**config.mk**
```make
export PLATFORM = sky130hd
export DESIGN_NAME = qry_resp_fmt
export DESIGN_NICKNAME = d
export VERILOG_FILES = /design/src/rtl/qrf_pkg.sv /design/src/rtl/qrf_index.sv /design/src/rtl/qrf_dev_word.sv /design/src/rtl/qry_resp_fmt.sv
export SDC_FILE = /design/constraint.sdc
export NUM_CORES = 1
export LEC_CHECK = 0
export BUFFER_PORTS_ARGS = -buffer_cell sky130_fd_sc_hd__buf_4
export CORE_MARGIN = 10
export CORE_UTILIZATION = 35
export CTS_BUF_LIST = sky130_fd_sc_hd__clkbuf_4 sky130_fd_sc_hd__clkbuf_8
export CTS_CLUSTER_SIZE = 10
export DETAILED_ROUTE_END_ITERATION = 7
export PLACE_DENSITY = 0.64
export SYNTH_ARGS = -nofsm -noshare
export SYNTH_HDL_FRONTEND = slang
export SYNTH_SLANG_ARGS = --single-unit
export TNS_END_PERCENT = 10
```
**constraint.sdc**
```tcl
create_clock -name clk -period 0.85 [get_ports clk]
set_clock_uncertainty 0.2 [all_clocks]
set_input_delay 0.0425 -clock clk [delete_from_list [all_inputs] [get_ports clk]]
set_output_delay 0.0425 -clock clk [all_outputs]
set_load 0.1 [all_outputs]
```
**src/rtl/qrf_pkg.sv**
```systemverilog
`timescale 1ns/1ps
package qrf_pkg;

  localparam int unsigned TBL_LEN = 82;

  function automatic int unsigned lg2(input int unsigned v);
    int unsigned r;
    r = 0;
    for (int i = 0; i < 32; i++) begin
      if ((32'd1 << i) == v) r = i;
    end
    return r;
  endfunction

  function automatic bit is_pow2(input int unsigned v);
    return (v != 0) && ((v & (v - 1)) == 0);
  endfunction

  // device-address scaling of a bus byte offset
  function automatic logic [31:0] scale_off(input logic [31:0] off, input int unsigned sh);
    return off >> sh;
  endfunction

  // sparse query table; everything not listed is zero
  function automatic logic [7:0] tbl_byte(input logic [31:0] idx,
                                          input logic [7:0] cmdset,
                                          input logic [7:0] size_lg,
                                          input logic [7:0] wbuf_lg,
                                          input logic [7:0] end_mark);
    case (idx)
      32'h10:  return 8'h51;
      32'h11:  return 8'h52;
      32'h12:  return 8'h59;
      32'h13:  return cmdset;
      32'h27:  return size_lg;
      32'h2A:  return wbuf_lg;
      32'h2C:  return 8'h01;
      32'h51:  return end_mark;
      default: return 8'h00;
    endcase
  endfunction

endpackage

```
**src/rtl/qrf_index.sv**
```systemverilog
`timescale 1ns/1ps
module qrf_index
  import qrf_pkg::*;
#(
  parameter int unsigned ADDR_W     = 16,
  parameter int unsigned BANK_BYTES = 2,
  parameter int unsigned SHIFT      = 2,
  parameter int unsigned CHUNK      = 0
) (
  input  logic [ADDR_W-1:0] base_off,
  output logic [ADDR_W-1:0] dev_idx
);
  localparam int unsigned STEP = CHUNK * BANK_BYTES * BANK_BYTES;

  logic [ADDR_W-1:0] step_off;
  assign step_off = base_off + ADDR_W'(STEP);
  assign dev_idx  = ADDR_W'(scale_off(32'(step_off), SHIFT));
endmodule

```
**src/rtl/qrf_dev_word.sv**
```systemverilog
`timescale 1ns/1ps
module qrf_dev_word
  import qrf_pkg::*;
#(
  parameter int unsigned ADDR_W       = 16,
  parameter int unsigned BANK_BYTES   = 2,
  parameter int unsigned DEV_BYTES    = 1,
  parameter int unsigned MAXDEV_BYTES = 2,
  parameter logic [7:0]  CMDSET       = 8'h01,
  parameter logic [7:0]  SIZE_LG      = 8'h17,
  parameter logic [7:0]  WBUF_LG      = 8'h0B,
  parameter logic [7:0]  END_MARK     = 8'h3C,
  parameter logic [15:0] MFR_CODE     = 16'h0089,
  parameter logic [15:0] DEV_CODE     = 16'h0018
) (
  input  logic [ADDR_W-1:0]       idx,
  input  logic                    mode_tbl,
  output logic [8*BANK_BYTES-1:0] bank_word
);
  localparam int unsigned NDEV    = BANK_BYTES / DEV_BYTES;
  localparam bit          REDUCED = (DEV_BYTES != MAXDEV_BYTES);
  localparam bit          CFG_BAD = REDUCED && ((DEV_BYTES != 1) || (BANK_BYTES > 4));

  logic [31:0]              idx32;
  logic                     idx_oor;
  logic [7:0]               tbyte;
  logic [8*DEV_BYTES-1:0]   tbl_ans;
  logic [8*DEV_BYTES+15:0]  code_ext;
  logic [8*DEV_BYTES-1:0]   id_ans;
  logic [8*DEV_BYTES-1:0]   dev_ans;

  assign idx32   = 32'(idx);
  assign idx_oor = (idx32 >= TBL_LEN);
  assign tbyte   = idx_oor ? 8'h00 : tbl_byte(idx32, CMDSET, SIZE_LG, WBUF_LG, END_MARK);

  always_comb begin
    tbl_ans = '0;
    if (CFG_BAD)      tbl_ans = '0;
    else if (REDUCED) tbl_ans = {DEV_BYTES{tbyte}};
    else              tbl_ans[7:0] = tbyte;
  end

  always_comb begin
    code_ext = '0;
    case (idx[7:0])
      8'd0:    code_ext[15:0] = MFR_CODE;
      8'd1:    code_ext[15:0] = DEV_CODE;
      default: code_ext = '0;
    endcase
  end
  assign id_ans = code_ext[8*DEV_BYTES-1:0];

  assign dev_ans   = mode_tbl ? tbl_ans : id_ans;
  assign bank_word = {NDEV{dev_ans}};
endmodule

```
**src/rtl/qry_resp_fmt.sv**
```systemverilog
`timescale 1ns/1ps
module qry_resp_fmt
  import qrf_pkg::*;
#(
  parameter int unsigned ADDR_W       = 16,
  parameter int unsigned BANK_BYTES   = 2,
  parameter int unsigned DEV_BYTES    = 1,
  parameter int unsigned MAXDEV_BYTES = 2,
  parameter int unsigned OUT_BYTES    = 4,
  parameter logic [7:0]  CMDSET       = 8'h01,
  parameter logic [7:0]  SIZE_LG      = 8'h17,
  parameter logic [7:0]  WBUF_LG      = 8'h0B,
  parameter logic [7:0]  END_MARK     = 8'h3C,
  parameter logic [15:0] MFR_CODE     = 16'h0089,
  parameter logic [15:0] DEV_CODE     = 16'h0018
) (
  input  logic                   clk,
  input  logic                   rst_n,
  input  logic                   rd_stb,
  input  logic                   qry_mode,
  input  logic [1:0]             acc_lg,
  input  logic [ADDR_W-1:0]      byte_off,
  output logic                   rsp_valid,
  output logic [8*OUT_BYTES-1:0] rsp_data
);
  localparam int unsigned SHIFT  = lg2(BANK_BYTES) + lg2(MAXDEV_BYTES) - lg2(DEV_BYTES);
  localparam int unsigned NCHUNK = OUT_BYTES / BANK_BYTES;
  localparam int unsigned DW     = 8 * OUT_BYTES;

  if (!is_pow2(BANK_BYTES) || !is_pow2(DEV_BYTES) ||
      !is_pow2(MAXDEV_BYTES) || !is_pow2(OUT_BYTES)) begin : g_bad_pow2
    $error("qry_resp_fmt: width parameters must be powers of two");
  end
  if (DEV_BYTES > BANK_BYTES || MAXDEV_BYTES < DEV_BYTES ||
      OUT_BYTES < BANK_BYTES || ADDR_W < 8 || ADDR_W > 32) begin : g_bad_shape
    $error("qry_resp_fmt: inconsistent width parameters");
  end

  logic [7:0]    acc_bytes;
  logic [DW-1:0] merged;
  logic [DW-1:0] masked;

  always_comb begin
    acc_bytes = 8'd1 << acc_lg;
    if (acc_bytes > 8'(OUT_BYTES)) acc_bytes = 8'(OUT_BYTES);
  end

  for (genvar k = 0; k < NCHUNK; k++) begin : g_chunk
    logic [ADDR_W-1:0]       q_idx;
    logic [8*BANK_BYTES-1:0] word;

    qrf_index #(
      .ADDR_W(ADDR_W), .BANK_BYTES(BANK_BYTES), .SHIFT(SHIFT), .CHUNK(k)
    ) u_idx (
      .base_off(byte_off),
      .dev_idx (q_idx)
    );

    qrf_dev_word #(
      .ADDR_W(ADDR_W), .BANK_BYTES(BANK_BYTES), .DEV_BYTES(DEV_BYTES),
      .MAXDEV_BYTES(MAXDEV_BYTES), .CMDSET(CMDSET), .SIZE_LG(SIZE_LG),
      .WBUF_LG(WBUF_LG), .END_MARK(END_MARK), .MFR_CODE(MFR_CODE),
      .DEV_CODE(DEV_CODE)
    ) u_dw (
      .idx      (q_idx),
      .mode_tbl (qry_mode),
      .bank_word(word)
    );

    assign merged[k*8*BANK_BYTES +: 8*BANK_BYTES] = word;
  end

  for (genvar b = 0; b < OUT_BYTES; b++) begin : g_mask
    assign masked[8*b +: 8] = (8'(b) < acc_bytes) ? merged[8*b +: 8] : 8'h00;
  end

  always_ff @(posedge clk or negedge rst_n) begin
    if (!rst_n) begin
      rsp_valid <= 1'b0;
      rsp_data  <= '0;
    end else begin
      rsp_valid <= rd_stb;
      if (rd_stb) rsp_data <= masked;
    end
  end
endmodule

```
==> impl_metrics.toml, run 1 <==
[worst_setup_path]
cp.required_ns = 0.88
cp_num_buf_inv = 1
crit_type = "primary input to flop"
crit_family = "simple AND/OR/NAND/NOR gates"
slowest_stage = "or4_4"
end_kind = "flop"
reg2reg_depth = 2
slowest_delay_ns = 0.52
startpoint_type = "primary input"
cp_cell_sequence = "buf_6 -> or4_4 -> or3_4 -> a211oi_4 -> o2111ai_4 -> or2_4 -> o2bb2ai_2"
r2r-end = "rsp_data[24]"
reg2reg_from = "rsp_data[24]"
rrSetupSlack_ns = -0.18
cp.arrival_ns = 1.93
cp_max_fo = 5

[placement]
post_dp_cell_area_um2 = 3188
dp_hpwl_um = 5507
dp_cells = 423
place_ws_ns = -1.406
portBuffers = 52
gp_congestion = 0.8906

[synthesis]
synth_warnings = 0
synth_top_area_share = 0.3778
synth_edf_count = 0
syn-cell-area_um2 = 2186
synth_flop_cell = "dfrtp_1"
synth.avg_cell_area_um2 = 8.850
synth_area_leaders = "dfrtp_1 38%, nor2_1 3.8%, o21ai_0 3.7%, o2bb2ai_1 3.6%, nand2_1 3.4%"
synth_cell_types = 61
yosysTopAreaCell = "dfrtp_1"
syn_nets = 274
yosysSeqAreaShare = 0.3778
syn_inst = 247
ys_ff_latch = 33
async_flop_share = 1.000

[layout]
syn_to_final_growth_pct = 77.91
fin_cells = 434
mostFrequentLayoutCell = "buf_4"
stdcell_area_um2 = 3889
n_antenna_cell = 0
nFillCells = 483
mostFrequentLayoutCells = "81 x buf_4, 35 x buf_12, 33 x dfrtp_1"
drive_gt1_frac = 0.4708
nets = 385

[sta]
slew-limit-headroom = 0.6450
rsz0062_at_grt = "yes"
setup_violations = 65
holdWs_ns = -0.09866
timing.final.crit_period_ns = 1.902
hold_viol = 6
layout_worst_path_cycle_share = 2.238
fin_ws_ns = -1.052
slew_violations = 0
fmax_mhz = 525.7
worstMarginPinSlew_ns = 0.5276

[clock_network]
clock-sinks = 33
h-tree-depth = 2
numCtsBuffers = 5
cts_tree = "built"
hold_buffers = 1
cts-root-buf = "clkbuf_8"
clock_latency_ns = 0.29
clkTransAtPathRegs_ns = 0.08
cts_buffer_depth = 2

[grt]
overflow = 0
first_global_vias = 2467
track_usage = 0.1465
grt_first_pass_wirelength_um = 12090
grt_start_max_net_pins = 34
antenna_found_initial = 0

[pwr]
power.total_mw = 4.172
p_leak_nw = 1.691
ir_drop_uv = 1611
powerDensity_nw_per_um2 = 1073

[routing]
viasPerCell = 5.415
wl_per_cell_um = 17.06
drc = 0
postRouteAntennaNets = 0
dr_total_vias = 2350
wl_um = 7403
drtIter0Drc = 103
drtPass1Iterations = 4

[floorplanning]
coreArea_um2 = 5991
initial_utilization = 0.3649
rows = 28
die_area_um2 = 9806
die_height_um = 99.03
chipWidth_um = 99.03
ios = 55

[worst_hold_path]
hold-path-cell-count = 2
hold_class = "primary input to flop"
worstHoldStart = "rd_stb"
min_to = "rsp_valid"

[status]
outcome = "finished with violations"
failed_checks = "hold timing, setup timing"

[run]
drv_cap = 0
## worst max-delay path by stage
stage,start,to,slack (ns),depth (start not counted)
finish,byte_off[12],rsp_data[21],-1.05,7
global route,byte_off[12],rsp_data[27],-1.14,7
CTS,byte_off[12],rsp_data[21],-1.05,7
detailed placement,byte_off[2],rsp_data[30],-1.41,9
global placement,byte_off[12],rsp_data[22],-1.37,7
floorplan,byte_off[12],rsp_data[21],-1.17,6
## cell families after synthesis
| logic type | Yosys count | share of synthesized area |
|---|---|---|
| flops | 33 | 0.3778 |
| fa+ha+maj | 5 | 0.02862 |
| xor+xnor | 2 | 0.008015 |
| buf+inv | 30 | 0.05438 |
| simple gates | 96 | 0.2370 |
| mux | 2 | 0.01030 |
| compound gates | 79 | 0.2839 |
## cell type report
class                      count  area, um^2  area share
timing repair buffer         122        1379      0.3546
sequential                    33       825.8      0.2124
tap                           75       93.84     0.02413
inverter                      12       45.04     0.01158
clock buffer                   5       68.82     0.01770
multi-input combinational    184        1430      0.3678
clock inverter                 3       46.29     0.01190
## synthesized netlist by cell type (3+ instances only)
| cell | number |
|---|---|
| and2_1 | 4 |
| o31ai_1 | 3 |
| inv_1 | 12 |
| nand2b_1 | 3 |
| nor3_1 | 7 |
| nand2_1 | 20 |
| and3_1 | 4 |
| a22oi_1 | 4 |
| nor2_1 | 22 |
| clkbuf_1 | 15 |
| o32ai_1 | 3 |
| o21ai_0 | 16 |
| a21oi_1 | 8 |
| o2bb2ai_1 | 9 |
| nand3_1 | 8 |
| or3_1 | 5 |
| ha_1 | 5 |
| a22o_1 | 4 |
| dfrtp_1 | 33 |
| nand4_1 | 3 |
| a21o_1 | 6 |
## registers in the layout, summed over array words and instances (netlist names)
register   count
rsp_valid      1
rsp_data      32
## routing by layer
layer	up-vias	GRT usage	share of wire
li1	1147	-	-
met1	1124	0.1773	0.43
met2	65	0.2455	0.49
met3	14	0.04190	0.056
met4	0	0.04190	0.023
met5	-	0	0
## worst reg2reg max path, cell delays in order, from the launching register on
cell	delay (ns)
dfrtp_1	0.42
a22oi_1	0.23
o21ai_2	0.07
## where the power goes
group | leakage (nW) | switching, mW | total, mW | internal [mW]
Sequential | 0.453 | 0.0172 | 1.60 | 1.59
Combinational | 1.18 | 0.562 | 1.03 | 0.470
Clock | 0.0543 | 0.659 | 1.54 | 0.878
## per-stage QoR
step	utilization	TNS, ns
3_5_place_dp	0.5322	-40.82
5_1_grt	0.6491	-40.46
4_1_cts	0.6347	-37.08
3_3_place_gp	0.5322	-39.41
6_report	0.6491	-37.57
2_1_floorplan	-	-41.52
## what timing repair did
item	CTS	global route
pin swaps	5	9
endpoints found under the hold margin	39	3
gates resized for setup	114	16
setup endpoints to repair	65	65
setup buffers	2	0
(Power assumes the default switching activity.)
==> run 2: changes to the inputs <==
--- a/config.mk
+++ b/config.mk
@@ -6,6 +6,7 @@
 export NUM_CORES = 1
 export LEC_CHECK = 0
 export BUFFER_PORTS_ARGS = -buffer_cell sky130_fd_sc_hd__buf_4
+export CORE_ASPECT_RATIO = 0.6
 export CORE_MARGIN = 10
 export CORE_UTILIZATION = 35
 export CTS_BUF_LIST = sky130_fd_sc_hd__clkbuf_4 sky130_fd_sc_hd__clkbuf_8
==> run 2 against run 1 <==
Against the previous run: the run still ends with hold timing, setup timing left; worst hold slack improved by 0.027 ns; final cell count is 3.7% higher; sequential share of layout area down 0.89 points; largest power group unchanged; total power down 6.5%; global-route usage increased by 1.4 points; die area rose by 1.1%; largest cell class unchanged; final area rose by 4.5%; highest routed layer is now met3; sequential power barely moved; non-clock buffer count up 8.
==> impl_metrics.toml, run 2 (synthesis gave the netlist of run 1 again) <==
[status]
outcome = "finished with violations"
failed_checks = "hold timing, setup timing"

[sta]
fmax_mhz = 497.8
rsz0062_at_grt = "yes"
layout_worst_path_cycle_share = 2.363
slew-limit-headroom = 0.6758
hold_viol = 3
timing.final.crit_period_ns = 2.009
fin_ws_ns = -1.159
slew_violations = 0
holdWs_ns = -0.07160
worstMarginPinSlew_ns = 0.4819
setup_violations = 65

[placement]
gp_congestion = 0.8940
dp_hpwl_um = 5891
place_ws_ns = -1.540
post_dp_cell_area_um2 = 3247
portBuffers = 52

[worst_setup_path]
reg2reg_depth = 2
cp_max_fo = 5
cp.required_ns = 0.87
crit_type = "primary input to flop"
reg2reg_from = "rsp_data[16]"
cp.arrival_ns = 2.03
r2r-end = "rsp_data[16]"
end_kind = "flop"
rrSetupSlack_ns = -0.21
startpoint_type = "primary input"

[layout]
multi_input_area_um2 = 1549
regArea_um2 = 827.0
top_regs = "rsp_data: 32 flops, rsp_valid: 1 flops"
nFillCells = 471
nets = 393
n_antenna_cell = 0
mostFrequentLayoutCell = "buf_4"
mostFrequentLayoutCells = "85 x buf_4, 34 x buf_12, 32 x dfrtp_1"
largest_reg_flops = 32
syn_to_final_growth_pct = 85.98
drive_gt1_frac = 0.5246
top_register = "rsp_data"
stdcell_area_um2 = 4065

[clock_network]
h-tree-depth = 2
clock_latency_ns = 0.28
numCtsBuffers = 5
clkTransAtPathRegs_ns = 0.07
cts_tree = "built"
cts-root-buf = "clkbuf_8"
cts_buffer_depth = 2
hold_buffers = 1
clock-sinks = 33

[pwr]
ir_drop_uv = 555.7
powerDensity_nw_per_um2 = 959.1
p_leak_nw = 1.763
power.total_mw = 3.899

[grt]
track_usage = 0.1608
grt_first_pass_wirelength_um = 12910
antenna_found_initial = 0
first_global_vias = 2397
overflow = 0
grt_start_max_net_pins = 34

[routing]
viasPerCell = 5.331
postRouteAntennaNets = 0
wl_per_cell_um = 17.78
drc = 0
drtPass1Iterations = 5
wl_um = 8000
dr_total_vias = 2399
drtIter0Drc = 148

[floorplanning]
rows = 22
chipWidth_um = 122.0
ios = 55
die_area_um2 = 9910
initial_utilization = 0.3593
die_height_um = 81.22
coreArea_um2 = 6083

[worst_hold_path]
min_to = "rsp_valid"
hold_class = "primary input to flop"
hold-path-cell-count = 2
worstHoldStart = "rd_stb"

[run]
drv_cap = 0
## run 2: power breakdown
group          switching [mW]  internal [mW]
clock network           0.532          0.674
logic                   0.595          0.494
registers              0.0179           1.59
total                    1.14           2.75
## run 2: what timing repair did
item                       in CTS  in global routing
setup endpoints to repair      65                 77
resized for setup             129                 33
gates cloned                    0                  0
hold endpoints to repair       39                  3
setup buffers                   0                  2
pin swaps                       4                 11
## run 2: final cells by class
| class | count | share of cell area |
|---|---|---|
| Inverter | 12 | 0.01108 |
| Tap cell | 84 | 0.02585 |
| Timing Repair Buffer | 130 | 0.3564 |
| Multi-Input combinational cell | 184 | 0.3810 |
| Clock buffer | 7 | 0.02216 |
| Sequential cell | 33 | 0.2034 |
## run 2: worst max-delay path: stages
cell	delay, ns
buf_6	0.09
or4_4	0.52
or3_4	0.35
a211oi_4	0.26
o2111ai_4	0.25
nor4b_4	0.38
a21o_1	0.13
## run 2: through the flow
stage | TNS, ns | cells | utilization
4_1_cts | -37.05 | 448 | 0.6411
5_1_grt | -39.78 | 450 | 0.6682
2_1_floorplan | -41.52 | 247 | -
6_report | -36.90 | 450 | 0.6682
3_3_place_gp | -40.60 | 440 | 0.5337
3_5_place_dp | -41.16 | 440 | 0.5337
## run 2: how the worst max path moves through the flow
stage,startpoint,endpoint,depth (start not counted)
after detailed placement,byte_off[12],rsp_data[22],7
after global routing,byte_off[12],rsp_data[22],7
after floorplan,byte_off[12],rsp_data[21],6
after global placement,byte_off[12],rsp_data[20],7
after CTS,byte_off[12],rsp_data[28],7
final,byte_off[12],rsp_data[22],7
## run 2: per-layer routing
metal  GRT usage  share of wire
met4     0.01422              0
met2      0.2414           0.46
met1      0.2312           0.46
met3     0.04501          0.079
met5           0              0
